--- src/rtl/lbp_pkg.sv ---
package lbp_pkg;
  // register field positions inside the 16-bit access word
  localparam int unsigned POS_SFALL = 8;
  localparam int unsigned POS_CCLK  = 9;
  localparam int unsigned POS_PIN   = 10;
  localparam int unsigned POS_OVREN = 11;
  localparam int unsigned POS_LENLO = 12;
  localparam int unsigned POS_FLAG  = 14;
  localparam int unsigned POS_IE    = 15;

  // strobes from control to datapath
  typedef struct packed {
    logic setFlag;  // break detected this cycle
    logic brkLow;   // break transmission active
  } lbpStrobe_t;
endpackage

--- src/rtl/lbp_control.sv ---
module lbp_control
  import lbp_pkg::*;
#(
  parameter int unsigned DETECT_LEN = 11,
  parameter int unsigned BREAK_BASE = 13,
  parameter int unsigned LEN_W      = 2
) (
  input  logic             clk,
  input  logic             rst_n,
  input  logic             bitTick,
  input  logic             rxPin,
  input  logic             brkReq,
  input  logic [LEN_W-1:0] brkLenCode,
  output lbpStrobe_t       strobe
);
  localparam int unsigned DET_W   = $clog2(DETECT_LEN + 1);
  localparam int unsigned MAX_BRK = BREAK_BASE + (1 << LEN_W) - 1;
  localparam int unsigned BRK_W   = $clog2(MAX_BRK + 1);
  localparam logic [DET_W-1:0] DET_LAST = DET_W'(DETECT_LEN - 1);
  localparam logic [DET_W-1:0] DET_FULL = DET_W'(DETECT_LEN);
  localparam logic [BRK_W-1:0] BRK_ONE  = BRK_W'(1);

  logic [DET_W-1:0] lowCnt;
  logic             detectHit;
  logic [BRK_W-1:0] brkCnt;
  logic             busy;

  // receive-side break detector: counts low samples, saturates after a hit
  assign detectHit = bitTick && !rxPin && (lowCnt == DET_LAST);

  always_ff @(posedge clk or negedge rst_n) begin
    if (!rst_n) begin
      lowCnt <= '0;
    end else if (bitTick) begin
      if (rxPin) begin
        lowCnt <= '0;
      end else if (lowCnt != DET_FULL) begin
        lowCnt <= lowCnt + 1'b1;
      end
    end
  end

  // transmit-side break timer: length captured when the request is taken
  always_ff @(posedge clk or negedge rst_n) begin
    if (!rst_n) begin
      busy   <= 1'b0;
      brkCnt <= '0;
    end else if (!busy) begin
      if (brkReq) begin
        busy   <= 1'b1;
        brkCnt <= BRK_W'(BREAK_BASE) + BRK_W'(brkLenCode);
      end
    end else if (bitTick) begin
      if (brkCnt == BRK_ONE) begin
        busy <= 1'b0;
      end
      brkCnt <= brkCnt - 1'b1;
    end
  end

  always_comb begin
    strobe.setFlag = detectHit;
    strobe.brkLow  = busy;
  end
endmodule

--- src/rtl/lbp_datapath.sv ---
module lbp_datapath
  import lbp_pkg::*;
#(
  parameter int unsigned DATA_W = 16,
  parameter int unsigned LEN_W  = 2
) (
  input  logic              clk,
  input  logic              rst_n,
  input  logic              regWrEn,
  input  logic [DATA_W-1:0] regWrData,
  output logic [DATA_W-1:0] regRdData,
  input  logic              rxPin,
  input  logic              txData,
  input  lbpStrobe_t        strobe,
  output logic [LEN_W-1:0]  brkLenCode,
  output logic              txPin,
  output logic              irq
);
  logic ieBit;
  logic flagBit;
  logic ovrEn;
  logic ovrVal;
  logic contClk;
  logic sampleFall;
  logic [LEN_W-1:0] lenCode;

  always_ff @(posedge clk or negedge rst_n) begin
    if (!rst_n) begin
      ieBit      <= 1'b0;
      lenCode    <= '0;
      ovrEn      <= 1'b0;
      ovrVal     <= 1'b1;
      contClk    <= 1'b0;
      sampleFall <= 1'b0;
    end else if (regWrEn) begin
      ieBit      <= regWrData[POS_IE];
      lenCode    <= regWrData[POS_LENLO +: LEN_W];
      ovrEn      <= regWrData[POS_OVREN];
      ovrVal     <= regWrData[POS_PIN];
      contClk    <= regWrData[POS_CCLK];
      sampleFall <= regWrData[POS_SFALL];
    end
  end

  // sticky flag: detection beats a same-cycle clear, writing 1 does nothing
  always_ff @(posedge clk or negedge rst_n) begin
    if (!rst_n) begin
      flagBit <= 1'b0;
    end else if (strobe.setFlag) begin
      flagBit <= 1'b1;
    end else if (regWrEn && !regWrData[POS_FLAG]) begin
      flagBit <= 1'b0;
    end
  end

  always_comb begin
    regRdData                      = '0;
    regRdData[POS_IE]              = ieBit;
    regRdData[POS_FLAG]            = flagBit;
    regRdData[POS_LENLO +: LEN_W]  = lenCode;
    regRdData[POS_OVREN]           = ovrEn;
    regRdData[POS_PIN]             = rxPin;
    regRdData[POS_CCLK]            = contClk;
    regRdData[POS_SFALL]           = sampleFall;
  end

  always_comb begin
    if (ovrEn)             txPin = ovrVal;
    else if (strobe.brkLow) txPin = 1'b0;
    else                   txPin = txData;
  end

  assign irq        = ieBit & flagBit;
  assign brkLenCode = lenCode;
endmodule

--- src/rtl/lin_break_pin_ctrl.sv ---
module lin_break_pin_ctrl
  import lbp_pkg::*;
#(
  parameter int unsigned DATA_W     = 16,
  parameter int unsigned LEN_W      = 2,
  parameter int unsigned DETECT_LEN = 11,
  parameter int unsigned BREAK_BASE = 13
) (
  input  logic              clk,
  input  logic              rst_n,
  input  logic              bitTick,
  input  logic              regWrEn,
  input  logic [DATA_W-1:0] regWrData,
  output logic [DATA_W-1:0] regRdData,
  input  logic              rxPin,
  input  logic              txData,
  output logic              txPin,
  input  logic              brkReq,
  output logic              brkBusy,
  output logic              irq
);
  lbpStrobe_t       strobe;
  logic [LEN_W-1:0] lenCode;

  lbp_control #(
    .DETECT_LEN(DETECT_LEN),
    .BREAK_BASE(BREAK_BASE),
    .LEN_W     (LEN_W)
  ) u_ctrl (
    .clk       (clk),
    .rst_n     (rst_n),
    .bitTick   (bitTick),
    .rxPin     (rxPin),
    .brkReq    (brkReq),
    .brkLenCode(lenCode),
    .strobe    (strobe)
  );

  lbp_datapath #(
    .DATA_W(DATA_W),
    .LEN_W (LEN_W)
  ) u_dp (
    .clk       (clk),
    .rst_n     (rst_n),
    .regWrEn   (regWrEn),
    .regWrData (regWrData),
    .regRdData (regRdData),
    .rxPin     (rxPin),
    .txData    (txData),
    .strobe    (strobe),
    .brkLenCode(lenCode),
    .txPin     (txPin),
    .irq       (irq)
  );

  assign brkBusy = strobe.brkLow;
endmodule

--- config.mk ---
export PLATFORM = sky130hd
export DESIGN_NAME = lin_break_pin_ctrl
export DESIGN_NICKNAME = d
export VERILOG_FILES = /design/src/rtl/lbp_pkg.sv /design/src/rtl/lbp_control.sv /design/src/rtl/lbp_datapath.sv /design/src/rtl/lin_break_pin_ctrl.sv
export SDC_FILE = /design/constraint.sdc
export NUM_CORES = 1
export LEC_CHECK = 0
export BUFFER_PORTS_ARGS = -buffer_cell sky130_fd_sc_hd__buf_2
export CORE_ASPECT_RATIO = 0.8
export CORE_UTILIZATION = 51
export CTS_CLUSTER_SIZE = 12
export DETAILED_ROUTE_END_ITERATION = 6
export GPL_ROUTABILITY_DRIVEN = 0
export HOLD_SLACK_MARGIN = 0.08
export PLACE_DENSITY_LB_ADDON = 0.05
export SLEW_MARGIN = 10
export SYNTH_ARGS = -nofsm -noshare
export SYNTH_HDL_FRONTEND = slang
export SYNTH_SLANG_ARGS = --single-unit
--- constraint.sdc ---
create_clock -name clk -period 4.2 [get_ports clk]
set_clock_uncertainty 0.15 [all_clocks]
set_input_delay 0.63 -clock clk [delete_from_list [all_inputs] [get_ports clk]]
set_output_delay 0.63 -clock clk [all_outputs]
set_load 0.02 [all_outputs]
==> impl_summary.md <==
Worst setup path
The kind of start point of the critical path is a flop. The worst setup path is of the reg -> out kind. The required time of the critical path is 3.42 ns. In this run the worst path has a maximum fanout of 13.

For this design, the slowest cell found on the critical path is dfrtp_1. The kind of cell with the highest combined delay along the critical path is flip-flops. Counting both buffers and inverters, the worst setup path holds a total of 1.

Data arrives at the worst endpoint at 1.32 ns. The critical path goes through nand2b_1 > o21ai_0 > buf_2. For this run, the slowest stage of the critical path takes 0.53 ns. The nature of the critical path endpoint is an output port.

Global route
The overall global routing resource usage is 0.179. The residual overflow from global routing is 0. The first-pass GRT wire length is 2.86 mm. The initial antenna violation count was 0. Entering global routing, the biggest net connects 19 pins. The via count of the first global-routing pass is 659.

Floorplanning
The initial standard-cell utilization of the core is 0.550. In this run the standard cell core region covers 1910 um2. In this run the horizontal extent of the chip is 52.8 um. The floorplan row count is 14. The die covers 2250 um2. The die is 42.6 um tall. In this run the count of I/O pins placed on the die edge is 42.

Outcome
The run finished with clean final reports.

Power and ir drop
The design draws 0.500 mW. The highest ir drop seen on vdd is 0.293 mV. The power per cell area is 435 nW/um2. For this design the static power due to leakage is 0.578 nW.

Yosys
The most numerous cell in the Yosys netlist is dfrtp_1. The synthesized netlist cell count is 101. The share of the synthesized area in the top cell type is 0.405. The number of synthesized register bits is 18.

Ranked by total cell area, the synthesized netlist is headed by dfrtp_1 40%, buf_4 11%, mux2_2 7.5%. Among all flip-flop cells after synthesis, the most frequent one is dfrtp_1. The commonest cells after synthesis are 17 x dfrtp_1, 15 x buf_4, 9 x nand2_1. Of all cell types, the one taking the most synthesized area is dfrtp_1. For this run, asynchronously set or reset flops after synthesis account for 1.00. The share of synthesized area occupied by flip-flops and latches is 0.430.

The post-synthesis instance area is 1050 um2. After synthesis, the netlist uses 32 different library cells. The yosys synthesis warning count is 0.

In this run, synthesis inferred 0 flip-flops with an integrated enable. Dividing the synthesized area by the synthesized cell count gives 10.4 um2.

Timing
Setup violations remaining at the end of the flow were counted as 0. Based on the critical path, the design can be clocked at up to 476 MHz. The number of failing hold endpoints at the final stage is 0. Counting I/O delays and the setup requirement, the final critical path takes 2.10 ns. Setup repair after global routing left no endpoint under its margin. The final total negative setup slack is 0 ns. Of the available clock period, the critical path in the final layout requires 0.501. The max-slew violation count came to 0.

Cells and area
The final cell count without fillers is 144. The fraction of the core area covered by cells at the end of the flow is 0.602. The repair_antennas step left the layout with diodes totalling 0. The ratio of cells with drive above 1 in the final layout is 0.317. The area growth from synthesis to layout is 9.29%. At the end of the flow, the number of nets in the layout was 149.

Place
Once placement completed, the tool counted placed cells totaling 140. The count of buffers inserted at the top-level ports is 25. The estimated wirelength of the detail-placed design is 1.26 mm.

Min path
In this run the worst hold path is classified as in -> async.

Clock network
The number of buffers inserted by hold repair at cts is 0. For the worst-skew pair, the clock arrives at the later sink with an insertion delay of 0.29 ns. The number of post-CTS setup repair buffers is 0.

After clock tree synthesis, the clock-pin slew on the worst setup and hold paths is 0.10 ns. CTS built an H-tree with a depth of 1. Gates resized during post-CTS repair numbered 0.

Clock tree synthesis inserted a total of 3 buffers. The maximum buffer depth of the clock tree is 2. TritonCTS built the clock tree.

The cell chosen for the clock root is clkbuf_4. The clock drives 18 sinks.

Detailed routing
After detailed routing, the average wire length per cell comes to 11.6 um. For this run, design rule violations remaining after detail routing come to 0. The final antenna-violating net count is 0. The detailed-route vias per instance is 5.16. For this block, the via count after detailed routing is 743.

The total detailed-routing wirelength is 1.67 mm. For this block, the initial DRC count from the detailed router was 5. For this run, the detailed router's first-pass iteration total came to 4.

Run
The number of max-cap violations is 0.
==> layout make-up <==
class                   instances  area, um2
well taps                      24       30.0
clock buffers                   4       36.3
fillers                       166        761
multi-input cells              68        487
repair buffers                 25        125
flip-flops and latches         18        452
inverters                       5       18.8
==> cells in the final DEF, fill, tap and decap left out, types with 2 or more instances in the layout <==
| master | instances |
|---|---|
| nand2_1 | 9 |
| buf_2 | 25 |
| nor4b_1 | 2 |
| o2bb2ai_1 | 3 |
| ha_1 | 5 |
| mux2_2 | 7 |
| a31oi_1 | 2 |
| clkbuf_4 | 3 |
| nor2b_1 | 6 |
| inv_1 | 5 |
| dfrtp_1 | 17 |
| o21ai_0 | 3 |
| conb_1 | 8 |
| mux2i_1 | 3 |
| a21oi_1 | 4 |
==> sequential cells by signal (all words and copies together) (netlist names) <==
signal and cells:
u_dp.ovrEn 1, u_ctrl.brkCnt 5, u_dp.ieBit 1, u_dp.ovrVal 1
u_ctrl.busy 1, u_dp.sampleFall 1, u_dp.flagBit 1, u_dp.contClk 1
u_dp.brkLenCode 2, u_ctrl.lowCnt 4
==> per-layer routing <==
metal  global-route usage  up-vias  share of wire
li1                     -      373              -
met2                0.261       35           0.41
met3               0.0688        2          0.077
met5                    0        -              0
met4               0.0632        0         0.0060
met1                0.239      333           0.51
==> metrics by stage <==
stage,hold slack (ns),setup WS [ns],cell area (um2)
2_1_floorplan,0.184,2.10,1080
3_3_place_gp,0.333,2.32,1110
3_5_place_dp,0.348,2.31,1110
4_1_cts,0.0975,2.08,1150
5_1_grt,0.113,1.96,1150
6_report,0.100,2.10,1150
==> logic make-up (layout without fill, tap and decap cells) <==
group	Yosys count	count (layout)	synth area share
flip-flops	18	18	0.430
AO/OA/AOI/OAI	20	20	0.137
multiplexers	10	10	0.104
adder cells (fa/ha/maj)	5	5	0.0595
AND/OR/NAND/NOR	25	25	0.135
other	1	8	0.00357
buffers and inverters	22	34	0.132
==> power by group <==
group / internal [mW] / leakage [nW] / total [mW] / switching [mW]
clock: 0.0529 / 0.0210 / 0.105 / 0.0525
sequential: 0.212 / 0.213 / 0.254 / 0.0414
combinational: 0.0685 / 0.344 / 0.141 / 0.0723
total: 0.334 / 0.578 / 0.500 / 0.166
==> path summary, 6_finish.rpt <==
path | startpoint | end | slack [ns] | cells after the start
worst max-delay path | u_ctrl.busy | txPin | 2.10 | 3
worst min-delay path | rst_n | u_dp.sampleFall | 0.10 | 1
worst max register to register | u_ctrl.brkCnt[2] | u_ctrl.brkCnt[3] | 2.60 | 3
worst min register to register | u_dp.sampleFall | u_dp.sampleFall | 0.36 | 1
max in group asynchronous | rst_n | u_dp.ovrVal | 3.48 | 1
min in group clk | u_dp.sampleFall | u_dp.sampleFall | 0.36 | 1
No activity file was read; power rests on OpenSTA's default activity.
